--- src/rtl/crc_serial_pkg.sv ---
package crc_serial_pkg;

    localparam int CRC_W = 16;

    typedef enum logic [1:0] {
        MODE_A16_ZERO = 2'd0,
        MODE_A16_ONES = 2'd1,
        MODE_CC_ZERO  = 2'd2,
        MODE_CC_ONES  = 2'd3
    } crc_mode_e;

    typedef struct packed {
        logic [CRC_W-1:0] poly;
        logic [CRC_W-1:0] residue;
        logic             invert;
    } mode_cfg_t;

    typedef struct packed {
        logic [CRC_W-1:0] rem;
        crc_mode_e        mode;
        logic             err;
    } crc_state_t;

    function automatic logic [CRC_W-1:0] preset_value(input crc_mode_e m);
        return m[0] ? {CRC_W{1'b1}} : {CRC_W{1'b0}};
    endfunction

endpackage

--- src/rtl/crc_mode_table.sv ---
module crc_mode_table
    import crc_serial_pkg::*;
#(
    parameter logic [CRC_W-1:0] POLY_A16   = 16'hA001,
    parameter logic [CRC_W-1:0] POLY_CC    = 16'h8408,
    parameter logic [CRC_W-1:0] RESIDUE_CC = 16'hF0B8
) (
    input  crc_mode_e mode,
    output mode_cfg_t cfg
);

    always_comb begin
        cfg.poly    = mode[1] ? POLY_CC : POLY_A16;
        cfg.invert  = (mode == MODE_CC_ONES);
        cfg.residue = (mode == MODE_CC_ONES) ? RESIDUE_CC : {CRC_W{1'b0}};
    end

endmodule

--- src/rtl/crc_bit_step.sv ---
module crc_bit_step #(
    parameter int W = 16
) (
    input  logic [W-1:0] rem_in,
    input  logic [W-1:0] poly,
    input  logic         enable,
    input  logic         din,
    output logic [W-1:0] rem_out
);

    logic         feedback;
    logic [W-1:0] shifted;

    always_comb begin
        feedback = rem_in[0] ^ din;
        shifted  = rem_in >> 1;
        if (!enable) begin
            rem_out = rem_in;
        end else if (feedback) begin
            rem_out = shifted ^ poly;
        end else begin
            rem_out = shifted;
        end
    end

endmodule

--- src/rtl/crc_serial_engine.sv ---
module crc_serial_engine
    import crc_serial_pkg::*;
(
    input  logic             clk,
    input  logic             rst_n,
    input  logic [1:0]       mode_sel,
    input  logic             preset,
    input  logic             bit_valid,
    input  logic             bit_in,
    input  logic             frame_end,
    output logic [CRC_W-1:0] remainder,
    output logic [CRC_W-1:0] tx_check,
    output logic             crc_err
);

    crc_state_t       state_d, state_q;
    mode_cfg_t        cfg_cur;
    logic [CRC_W-1:0] rem_step;

    crc_mode_table i_table (
        .mode (state_q.mode),
        .cfg  (cfg_cur)
    );

    crc_bit_step #(.W(CRC_W)) i_step (
        .rem_in  (state_q.rem),
        .poly    (cfg_cur.poly),
        .enable  (bit_valid),
        .din     (bit_in),
        .rem_out (rem_step)
    );

    always_comb begin
        state_d = state_q;
        if (preset) begin
            state_d.mode = crc_mode_e'(mode_sel);
            state_d.rem  = preset_value(crc_mode_e'(mode_sel));
            state_d.err  = 1'b0;
        end else begin
            state_d.rem = rem_step;
            if (frame_end) begin
                state_d.err = (rem_step != cfg_cur.residue);
            end
        end
    end

    always_ff @(posedge clk or negedge rst_n) begin
        if (!rst_n) begin
            state_q <= '{rem: '0, mode: MODE_A16_ZERO, err: 1'b0};
        end else begin
            state_q <= state_d;
        end
    end

    assign remainder = state_q.rem;
    assign tx_check  = cfg_cur.invert ? ~state_q.rem : state_q.rem;
    assign crc_err   = state_q.err;

    AST_PRESET_LOAD: assert property (@(posedge clk) disable iff (!rst_n)
        preset |=> remainder == ($past(mode_sel[0]) ? 16'hFFFF : 16'h0000));

    AST_REM_HOLD: assert property (@(posedge clk) disable iff (!rst_n)
        (!preset && !bit_valid) |=> $stable(remainder));

    AST_PRESET_CLEARS_ERR: assert property (@(posedge clk) disable iff (!rst_n)
        preset |=> !crc_err);

    AST_ERR_HOLD: assert property (@(posedge clk) disable iff (!rst_n)
        (!preset && !frame_end) |=> $stable(crc_err));

    AST_TX_STABLE_IDLE: assert property (@(posedge clk) disable iff (!rst_n)
        (!preset && !bit_valid) |=> $stable(tx_check));

endmodule

--- config.mk ---
export PLATFORM = sky130hd
export DESIGN_NAME = crc_serial_engine
export DESIGN_NICKNAME = d
export VERILOG_FILES = /design/src/rtl/crc_serial_pkg.sv /design/src/rtl/crc_mode_table.sv /design/src/rtl/crc_bit_step.sv /design/src/rtl/crc_serial_engine.sv
export SDC_FILE = /design/constraint.sdc
export NUM_CORES = 1
export LEC_CHECK = 0
export ABC_AREA = 1
export BUFFER_PORTS_ARGS = -buffer_cell sky130_fd_sc_hd__buf_4
export CAP_MARGIN = 20
export CORE_ASPECT_RATIO = 1.75
export CORE_UTILIZATION = 47
export CTS_BUF_LIST = sky130_fd_sc_hd__clkbuf_2 sky130_fd_sc_hd__clkbuf_4 sky130_fd_sc_hd__clkbuf_8
export CTS_CLUSTER_DIAMETER = 200
export DETAILED_ROUTE_END_ITERATION = 10
export PLACE_DENSITY_LB_ADDON = 0.08
export SYNTH_ARGS = -nofsm -noshare
export SYNTH_HDL_FRONTEND = slang
export SYNTH_SLANG_ARGS = --single-unit
--- constraint.sdc ---
create_clock -name clk -period 1.5 [get_ports clk]
set_clock_uncertainty 0.1 [all_clocks]
set_input_delay 0.45 -clock clk [delete_from_list [all_inputs] [get_ports clk]]
set_output_delay 0.45 -clock clk [all_outputs]
set_load 0.02 [all_outputs]
==> results.yml <==
run_status:
  status: "finished with violations"
  violations: "setup timing"
route:
  drcViolationCount: 0
  wl_per_cell_um: 13.0
  via_per_inst: 4.99
  wirelength_um: 3500
  antenna_left: 0
  dr.pass1.iters: 4
  vias: 1343
  drt_first_iter_violations: 26
yosys:
  synth.area.top_cells: "dfrtp_1 (37%), nand2_1 (25%), xor2_1 (8.2%), o21ai_0 (6.2%), inv_1 (4.7%)"
  synth.top_cell.area_share_pct: 37.0
  async_flop_share_pct: 100
  ys_seq_area_share_pct: 37.0
  netlist_instances: 187
  synth_nets: 195
  ys_top_cells_by_count: "nand2_1 (84), dfrtp_1 (19), inv_1 (16), o21ai_0 (16), xor2_1 (12)"
  ys.warnings.count: 0
  synth_area_per_cell_um2: 6.87
  synth.distinct_cells: 21
  synth_area_um2: 1280
  synth-edff-count: 0
  synth_area_leader_cell: "dfrtp_1"
  synth-seq-cells: 19
  synth-main-ff-cell: "dfrtp_1"
  synth_most_common_cell: "nand2_1"
floorplan:
  core.rowCount: 24
  core-area_um2: 2550
  die-area_um2: 2960
  initial_core_util_pct: 50.3
  pin_count: 41
  die_h_um: 71.2
  die_w_um: 41.5
pwr:
  p_per_area_nw_per_um2: 946
  p_leak_nw: 1.06
  ir_drop_mv: 0.753
  power_mw: 1.87
hold_path:
  whs_path_depth: 3
  worstHoldPathType: "in -> reg"
  hp-start: "mode_sel[1]"
  holdPathEnd: "state_q[2]$_DFFE_PN0P_"
placement:
  gp_congestion: 0.885
  io_buffers: 40
  hpwl_um: 2700
sta:
  setup_viol: 17
  period_minus_slack_ns: 1.82
  hold_viol: 0
  worst_slack_ns: -0.323
  fin_crit_sh_pct: 122
  holdWs_ns: 0.331
  slew_violations: 0
  totalNegativeSetupSlack_ns: -4.82
  max_freq_mhz: 548
  rsz0062_at_grt: "yes"
  slew_headroom_pct: 80.3
  worstMarginPinSlew_ns: 0.293
critical_path:
  timing.rr.start: "state_q[1]$_DFFE_PN0P_"
  cp.arrival_ns: 1.27
  slowest_delay_ns: 0.41
  crit_slowest_cell: "dfrtp_1"
  r2r_end: "crc_err$_DFFE_PN0P_"
  cp_top_family: "flip-flops"
  startpoint_type: "register"
  path_cells: "nand2_4, buf_12, xnor2_2, buf_4"
  worstPathRequired_ns: 0.95
  r2r_cells: 11
  path_max_fanout: 8
  reg2reg_slack_ns: -0.05
  timing.critical_path.buf_inv: 2
  endpoint_kind: "output pin"
  setup.worst_path.start: "state_q[1]$_DFFE_PN0P_"
  crit_type: "reg -> out"
layout:
  n_antenna_cell: 0
  drive_above_1_share_pct: 34.6
  area_delta_synth_final_pct: 54.0
  nNetsFinal: 252
  fillers: 201
cts:
  cts.sinks: 19
  clk_latency_ns: 0.25
  htree_levels: 1
  clock_path_buffers: 2
  cts_tree: "built"
  clkSlewWorstSetupHoldPaths_ns: 0.07
  cts_root_buf: "clkbuf_8"
  numCtsBuffers: 3
global_routing:
  grt_pass1_wl_um: 5600
  grt_max_degree: 20
  antenna_found_initial: 0
  grt.total_usage_pct: 24.4
  grt_pass1_vias: 1276
  overflow: 0
run:
  drv_cap: 0
[worst max-delay path by stage]
stage	end	depth (start not counted)	slack [ns]
final	tx_check[9]	4	-0.32
after global routing	tx_check[6]	4	-0.37
after CTS	tx_check[9]	4	-0.32
after detailed placement	crc_err$_DFFE_PN0P_	9	-0.19
after global placement	crc_err$_DFFE_PN0P_	11	-0.12
after floorplan	tx_check[13]	4	-0.13
[layout by cell type, fill, tap and decap left out]
master         Yosys  routed
clkinv_1           1       1
clkbuf_4           0       1
o21ai_2            2       2
nand3_1            7       7
buf_4              1      45
nor3_2             1       1
or2_0              1       1
inv_1             16      16
dfrtp_1           19      19
inv_2              2       2
nor2_2             1       1
nand2_4            0       1
a21oi_1            2       2
xnor2_2            0       4
buf_6              3      11
xor2_4             0       6
nand2_2            1       4
xor2_2             0       1
buf_12             0       2
xnor2_1            5       1
nor2_1             9       9
clkbuf_8           0       3
dlygate4sd3_1      0       1
xor2_1            12       5
o21ai_0           16      16
nand2_1           84      80
o21ai_1            1       1
[where the power goes]
group	internal [mW]	switching (mW)
registers	0.563	0.0521
clock network	0.207	0.162
logic	0.398	0.491
total	1.17	0.705
[worst reg2reg max path, stage by stage, from the launching register on]
cell,delay [ns]
dfrtp_1,0.41
nand2_4,0.13
buf_4,0.18
inv_1,0.09
a21oi_1,0.12
nand2_1,0.06
nand2_1,0.05
nand2_1,0.05
clkinv_1,0.04
nand2_1,0.04
nor2_1,0.08
a21oi_1,0.08
[through the flow]
| stage | setup slack [ns] | util, % | instances | instance area [um^2] |
|---|---|---|---|---|
| 6_report | -0.323 | 77.5 | 269 | 1980 |
| 5_1_grt | -0.368 | 77.5 | 269 | 1980 |
| 4_1_cts | -0.324 | 75.5 | 267 | 1930 |
| 3_5_place_dp | -0.193 | 71.9 | 261 | 1830 |
| 3_3_place_gp | -0.121 | 71.9 | 261 | 1830 |
| 2_1_floorplan | -0.128 | - | 187 | 1440 |
[state kept, by name (all words and copies together), names as in the netlist]
name	cells
remainder	16
crc_err	1
state_q	2
[logic make-up after synthesis]
| group | share of synthesized area [%] |
|---|---|
| flip-flops | 37.0 |
| AND/OR/NAND/NOR | 32.1 |
| XOR/XNOR | 11.6 |
| AO/OA/AOI/OAI | 8.76 |
| buffers and inverters | 10.5 |
[what timing repair did]
action,in CTS,in global routing
resized for setup,7,10
hold endpoints to repair,19,0
hold buffers,1,0
buffers inserted,1,2
cloned,0,0
pin swaps,3,1
setup endpoints to repair,17,20
[metal layers]
metal | wire length (um) | global-route usage (%)
met5 | 0 | 0
met3 | 136 | 2.30
met1 | 1240 | 26.2
met4 | 89 | 9.68
met2 | 2030 | 47.0
[area by class of cell]
| class | instances | area (um^2) | area share, % |
|---|---|---|---|
| Multi-Input combinational cell | 142 | 840 | 42.4 |
| Timing Repair Buffer | 59 | 512 | 25.9 |
| Sequential cell | 19 | 475 | 24.0 |
| Inverter | 19 | 71.3 | 3.60 |
| Clock buffer | 4 | 48.8 | 2.47 |
| Tap cell | 26 | 32.5 | 1.64 |
Power figures use the tool's default switching activity.
